[src/rtl/calbus_pkg.sv]
package calbus_pkg;
    localparam int BUS_W  = 8;
    localparam int NIB_W  = 4;
    localparam int PORT_W = 4;
    localparam int SEL_BIT = 3;
    localparam int DEPTH  = 1 << BUS_W;

    typedef logic [BUS_W-1:0] addr_t;
    typedef logic [NIB_W-1:0] nib_t;

    typedef struct packed {
        logic  fire;
        addr_t addr;
        nib_t  nib;
    } cap_evt_t;
endpackage

[src/rtl/calbus_sync.sv]
module calbus_sync #(
    parameter int W      = 1,
    parameter int STAGES = 2,
    parameter logic [W-1:0] RST_VAL = '0
) (
    input  logic         clk,
    input  logic         rst_n,
    input  logic [W-1:0] d,
    output logic [W-1:0] q
);
    logic [W-1:0] stg_q [STAGES];

    always_ff @(posedge clk or negedge rst_n) begin
        if (!rst_n) begin
            for (int i = 0; i < STAGES; i++) stg_q[i] <= RST_VAL;
        end else begin
            stg_q[0] <= d;
            for (int i = 1; i < STAGES; i++) stg_q[i] <= stg_q[i-1];
        end
    end

    assign q = stg_q[STAGES-1];
endmodule

[src/rtl/calbus_rebuild.sv]
module calbus_rebuild
    import calbus_pkg::*;
(
    input  logic              clk,
    input  logic              rst_n,
    input  addr_t             bus_s,
    input  logic              ale_s,
    input  logic              rd_n_s,
    input  logic [PORT_W-1:0] port_s,
    output cap_evt_t          evt
);
    typedef struct packed {
        logic              ale_p;
        logic              rd_p;
        nib_t              nib_p;
        addr_t             addr;
        logic [PORT_W-1:0] port_lat;
    } rb_st_t;

    rb_st_t st_d, st_q;

    always_comb begin
        st_d       = st_q;
        st_d.ale_p = ale_s;
        st_d.rd_p  = rd_n_s;
        st_d.nib_p = bus_s[NIB_W-1:0];
        if (ale_s && !st_q.ale_p) begin
            st_d.addr     = bus_s;
            st_d.port_lat = port_s;
        end
        evt.fire = rd_n_s && !st_q.rd_p && !st_q.port_lat[SEL_BIT];
        evt.addr = st_q.addr;
        evt.nib  = st_q.nib_p;
    end

    always_ff @(posedge clk or negedge rst_n) begin
        if (!rst_n) begin
            st_q          <= '0;
            st_q.rd_p     <= 1'b1;
            st_q.port_lat <= '1;
        end else begin
            st_q <= st_d;
        end
    end
endmodule

[src/rtl/calbus_store.sv]
module calbus_store
    import calbus_pkg::*;
#(
    parameter int CNT_W = 16
) (
    input  logic             clk,
    input  logic             rst_n,
    input  cap_evt_t         evt,
    input  addr_t            host_addr,
    output nib_t             host_data,
    output logic [DEPTH-1:0] valid_map,
    output logic [CNT_W-1:0] cap_count,
    output logic [CNT_W-1:0] mismatch_count
);
    typedef struct packed {
        logic [DEPTH-1:0][NIB_W-1:0] mem;
        logic [DEPTH-1:0]            valid;
        logic [CNT_W-1:0]            cnt;
        logic [CNT_W-1:0]            mis;
        nib_t                        rdat;
    } st_st_t;

    st_st_t st_d, st_q;

    always_comb begin
        st_d      = st_q;
        st_d.rdat = st_q.mem[host_addr];
        if (evt.fire) begin
            if (st_q.valid[evt.addr] && (st_q.mem[evt.addr] != evt.nib))
                st_d.mis = st_q.mis + 1'b1;
            st_d.mem[evt.addr]   = evt.nib;
            st_d.valid[evt.addr] = 1'b1;
            st_d.cnt             = st_q.cnt + 1'b1;
        end
    end

    always_ff @(posedge clk or negedge rst_n) begin
        if (!rst_n) st_q <= '0;
        else        st_q <= st_d;
    end

    assign host_data      = st_q.rdat;
    assign valid_map      = st_q.valid;
    assign cap_count      = st_q.cnt;
    assign mismatch_count = st_q.mis;
endmodule

[src/rtl/calbus_snoop.sv]
module calbus_snoop
    import calbus_pkg::*;
#(
    parameter int CNT_W  = 16,
    parameter int SYNC_N = 2
) (
    input  logic              clk,
    input  logic              rst_n,
    input  logic [BUS_W-1:0]  bus_ad,
    input  logic              ale,
    input  logic              rd_n,
    input  logic [PORT_W-1:0] port_hi,
    input  logic [BUS_W-1:0]  host_addr,
    output logic [NIB_W-1:0]  host_data,
    output logic [DEPTH-1:0]  valid_map,
    output logic [CNT_W-1:0]  cap_count,
    output logic [CNT_W-1:0]  mismatch_count
);
    localparam int SYN_W = PORT_W + BUS_W + 2;

    logic [SYN_W-1:0]  raw_w, syn_w;
    addr_t             bus_s;
    logic [PORT_W-1:0] port_s;
    logic              ale_s, rd_n_s;
    cap_evt_t          evt;

    assign raw_w = {port_hi, bus_ad, ale, rd_n};

    calbus_sync #(.W(SYN_W), .STAGES(SYNC_N), .RST_VAL(SYN_W'(1))) sync_i (
        .clk(clk), .rst_n(rst_n), .d(raw_w), .q(syn_w)
    );

    assign {port_s, bus_s, ale_s, rd_n_s} = syn_w;

    calbus_rebuild rebuild_i (
        .clk(clk), .rst_n(rst_n), .bus_s(bus_s), .ale_s(ale_s),
        .rd_n_s(rd_n_s), .port_s(port_s), .evt(evt)
    );

    calbus_store #(.CNT_W(CNT_W)) store_i (
        .clk(clk), .rst_n(rst_n), .evt(evt), .host_addr(host_addr),
        .host_data(host_data), .valid_map(valid_map),
        .cap_count(cap_count), .mismatch_count(mismatch_count)
    );
endmodule

[config.mk]
export PLATFORM = sky130hd
export DESIGN_NAME = calbus_snoop
export DESIGN_NICKNAME = d
export VERILOG_FILES = /design/src/rtl/calbus_pkg.sv /design/src/rtl/calbus_sync.sv /design/src/rtl/calbus_rebuild.sv /design/src/rtl/calbus_store.sv /design/src/rtl/calbus_snoop.sv
export SDC_FILE = /design/constraint.sdc
export NUM_CORES = 2
export LEC_CHECK = 0
export BUFFER_PORTS_ARGS = -buffer_cell sky130_fd_sc_hd__buf_2
export CAP_MARGIN = 10
export CORE_AREA = 2 2 380 382
export CTS_CLUSTER_DIAMETER = 40
export CTS_CLUSTER_SIZE = 10
export DETAILED_ROUTE_END_ITERATION = 8
export DIE_AREA = 0 0 382 384
export PLACE_DENSITY = 0.78
export SYNTH_ARGS = -nofsm -noshare
export SYNTH_HDL_FRONTEND = slang
export SYNTH_SLANG_ARGS = --single-unit
[constraint.sdc]
create_clock -name clk -period 6.3 [get_ports clk]
set_input_delay 0.63 -clock clk [delete_from_list [all_inputs] [get_ports clk]]
set_output_delay 0.63 -clock clk [all_outputs]
set_load 0.005 [all_outputs]
==> key figures <==
Outcome
  – Result of the run: finished clean

Setup path
  – Most frequent CP cell: sky130_fd_sc_hd__xor2_1
  – Critical path type: flop to flop
  – Endpoint of the lowest-slack register-to-register path: store_i.mismatch_count[7]
  – Setup slack on the worst flop-to-flop path: 1.53 ns
  – Cell count of the worst reg-to-reg path: 11
  – Nature of the critical path endpoint: flop
  – Startpoint Class: flop
  – Worst path bufs/invs: 1
  – CP Max Fanout: 42
  – Data arrival at the endpoint of the critical path: 5.49 ns
  – Cell-by-cell listing of the critical path: buf_4, mux4_2, o22ai_1, nor4_1, o22a_1, o211ai_1, xor2_1, nand4_2, nand4_4, a2111oi_1, xor2_1
  – WP depth: 11
  – Gate family responsible for the most delay along the worst path: simple AND/OR/NAND/NOR gates
  – Standard cell with the maximum stage delay on the critical path: sky130_fd_sc_hd__dfrtp_4
  – Critical path's largest stage delay: 0.92 ns
  – Critical path data required time: 7.02 ns
  – R2R Path Start: rebuild_i.evt[6]

Global routing
  – Met2 track utilization from global routing: 43.7%
  – Largest net degree at the start of global routing: 177
  – Met3 Track Usage GR: 9.80%
  – Total gr overflow: 0
  – Initial antenna violation count: 19
  – Via count of the first global-routing pass: 46000
  – Total global routing track utilization: 29.7%
  – Met1 track demand over resource: 39.2%
  – Wire length of the first global-routing pass: 321000 um
  – GR peak layer: met2

Timing
  – Final Max Slew Viols: 0
  – Post-Route Skew: 0.0409 ns
  – Setup repair after global routing missed its margin: false
  – Final period util: 75.7%
  – Slew at the pin closest to its max-slew limit: 1.23 ns
  – Relative slew slack: 17.6%
  – Top achievable clock speed: 0.210 GHz
  – Hold Slack: 0.308 ns
  – Final period demand of the worst path: 4.77 ns
  – Setup Total Neg Slack: 0 ns
  – Final hold violations: 0
  – Count of endpoints failing setup in the final report: 0

Die
  – Top-level I/O count: 316
  – Number of standard-cell rows in the floorplan: 139
  – Chip Height: 384 um
  – DIE AREA: 147000 um2
  – Die X: 382 um
  – Initial core utilization: 49.6%
  – Area of the core: 143000 um2

Place
  – Final HPWL DP: 149000 um
  – Gpl congestion: 0.954
  – Count of port buffers added during placement: 312

Logic synthesis
  – Count of mapped cells out of synthesis: 4790
  – Number of synthesized flops with an enable pin: 0
  – Flip-flop and latch count after synthesis: 1353
  – Most frequent cell after synthesis: sky130_fd_sc_hd__dfrtp_1
  – Top post-synthesis cells by area: sky130_fd_sc_hd__dfrtp_1, sky130_fd_sc_hd__mux4_2, sky130_fd_sc_hd__mux2_2, sky130_fd_sc_hd__buf_4, sky130_fd_sc_hd__mux2i_1
  – Share of synthesized flip-flops with an asynchronous set or reset: 100%
  – Largest area contributor in the synthesized netlist: sky130_fd_sc_hd__dfrtp_1
  – Total standard cell area after synthesis: 70800 um2
  – Dominant combinational cell family by area after synthesis: multiplexers
  – Post-synthesis simple-gate area fraction: 5.34%
  – Fraction of synthesized area in multiplexers: 38.0%
  – Compound-cell area share of the yosys netlist: 2.23%
  – Share of the synthesized area in the top cell type: 47.7%
  – Area share of fa/ha/maj cells after synthesis: 0.0354%
  – Count of warnings emitted by yosys: 0
  – Register area share after synthesis: 47.8%
  – Post-synthesis share of cell area spent on xor and xnor gates: 0.470%
  – Leading register cell type out of synthesis: sky130_fd_sc_hd__dfrtp_1
  – Avg Inst Size Synth: 14.8 um2
  – Count of unique library cells instantiated by Yosys: 70
  – Net Count, Synth: 4816
  – Post-synth top cells: sky130_fd_sc_hd__dfrtp_1, sky130_fd_sc_hd__mux2_2, sky130_fd_sc_hd__mux4_2

CTS
  – Source-to-sink clock delay at the later pin of the worst-skew pair: 0.84 ns
  – Depth of the CTS H-tree: 4
  – Clock tree from TritonCTS: yes
  – Resize count post-CTS: 0
  – Clock root buffer: sky130_fd_sc_hd__clkbuf_16
  – Cts bufs inserted: 196
  – Num Clock Sinks: 1353
  – Max clock buf depth: 3
  – Worst-path clk slew: 0.06 ns

Run
  – Max_cap viols: 0

Layout
  – Layout cells sized above 1: 51.3%
  – Area growth from synthesis to layout: 10.5%
  – Nets: 4798

Detailed routing
  – DRC violation count after routing: 0
  – Drt first pass iters: 5
  – Via density: 6.69
  – Total routed wirelength: 218000 um
  – Number of nets with antenna violations after detailed routing: 0
  – Drt wl/cell: 32.0 um
  – Starting DRT DRC Count: 5199
  – Total vias in the final route: 45600

Pwr
  – Largest voltage drop on the vdd net: 0.214 mV
  – Power per Cell Area: 298 nW/um2
  – Leakage power summed over all cells: 37.4 nW

Hold path
  – Startpoint of the tightest hold check path: host_addr[7]
  – Class of the tightest hold or removal check: input port to flop
  – Hold Crit Depth: 2
  – Capture endpoint of the worst hold path: store_i.host_data[1]
[cell usage in the layout, fill, tap and decap left out, drive strengths merged, types with 18 or more instances in the layout]
cell type	count
a21oi	22
a221oi	40
a22oi	36
buf	402
bufinv	18
clkbuf	249
clkinv	43
dfrtp	1349
inv	19
mux2	1036
mux2i	156
mux4	606
nand2	201
nand2b	137
nand3	32
nor2	169
nor3	20
o22ai	49
or2	130
xor2	25
[worst max path at each step]
stage	from	end	slack [ns]
after floorplan	host_addr[0]	store_i.host_data[0]	2.73
after global placement	rebuild_i.evt[5]	store_i.mismatch_count[1]	1.74
after detailed placement	rebuild_i.evt[5]	store_i.mismatch_count[1]	1.72
after CTS	rebuild_i.evt[5]	store_i.mismatch_count[7]	1.70
after global routing	rebuild_i.evt[5]	store_i.mismatch_count[7]	1.44
final	rebuild_i.evt[6]	store_i.mismatch_count[7]	1.53
[per-layer routing]
metal	share of wire [%]	wire, um
met1	37	81700
met2	45	98300
met3	11	25000
met4	5.9	12900
met5	0.052	113
[registers in the layout, summed over array words and instances (netlist names)]
name and flops:
store_i.valid_map 256, store_i.cap_count 16, rebuild_i.evt 12, rebuild_i.st_q 3, store_i.st_q 1024, store_i.host_data 4
sync_i.stg_q 11, sync_i.q 11, store_i.mismatch_count 16
[area by class of cell]
| class | instances | area, um2 |
|---|---|---|
| clock buffer | 248 | 5340 |
| tap | 1903 | 2380 |
| antenna | 10 | 25.0 |
| sequential | 1353 | 33900 |
| fill | 11000 | 64600 |
| multi-input combinational | 2800 | 32700 |
| timing repair buffer | 415 | 2690 |
| inverter | 6 | 22.5 |
| clock inverter | 88 | 1150 |
[cell families (layout without fill, tap and decap cells)]
group	count (synthesis)	count (layout)
multiplexers	1798	1798
flip-flops	1353	1353
AND/OR/NAND/NOR	748	748
buffers and inverters	637	757
AO/OA/AOI/OAI	214	214
XOR/XNOR	38	38
adder cells (fa/ha/maj)	2	2
other	0	10
[through the flow]
| stage | std cells | power (mW) | utilization, % | cell area (um2) | setup WS (ns) |
|---|---|---|---|---|---|
| 2_1_floorplan | 4790 | 11.5 | - | 70800 | 2.73 |
| 3_3_place_gp | 6463 | 12.3 | 50.1 | 71500 | 1.74 |
| 3_5_place_dp | 6463 | 12.4 | 50.1 | 71500 | 1.72 |
| 4_1_cts | 6811 | 23.3 | 54.7 | 78100 | 1.70 |
| 5_1_grt | 6816 | 23.9 | 54.7 | 78200 | 1.44 |
| 6_report | 6823 | 23.3 | 54.8 | 78200 | 1.53 |
[timing repair]
action                    in CTS  in global routing
buffers inserted               0                  0
hold endpoints to repair     122                  0
hold buffers                  12                  0
[power breakdown]
| part | internal (mW) | switching (mW) | leakage, nW |
|---|---|---|---|
| combinational | 1.18 | 1.66 | 15.6 |
| sequential | 9.09 | 0.430 | 18.7 |
| clock | 6.73 | 4.19 | 3.15 |
Note: power is estimated with default switching activity, not from simulation.
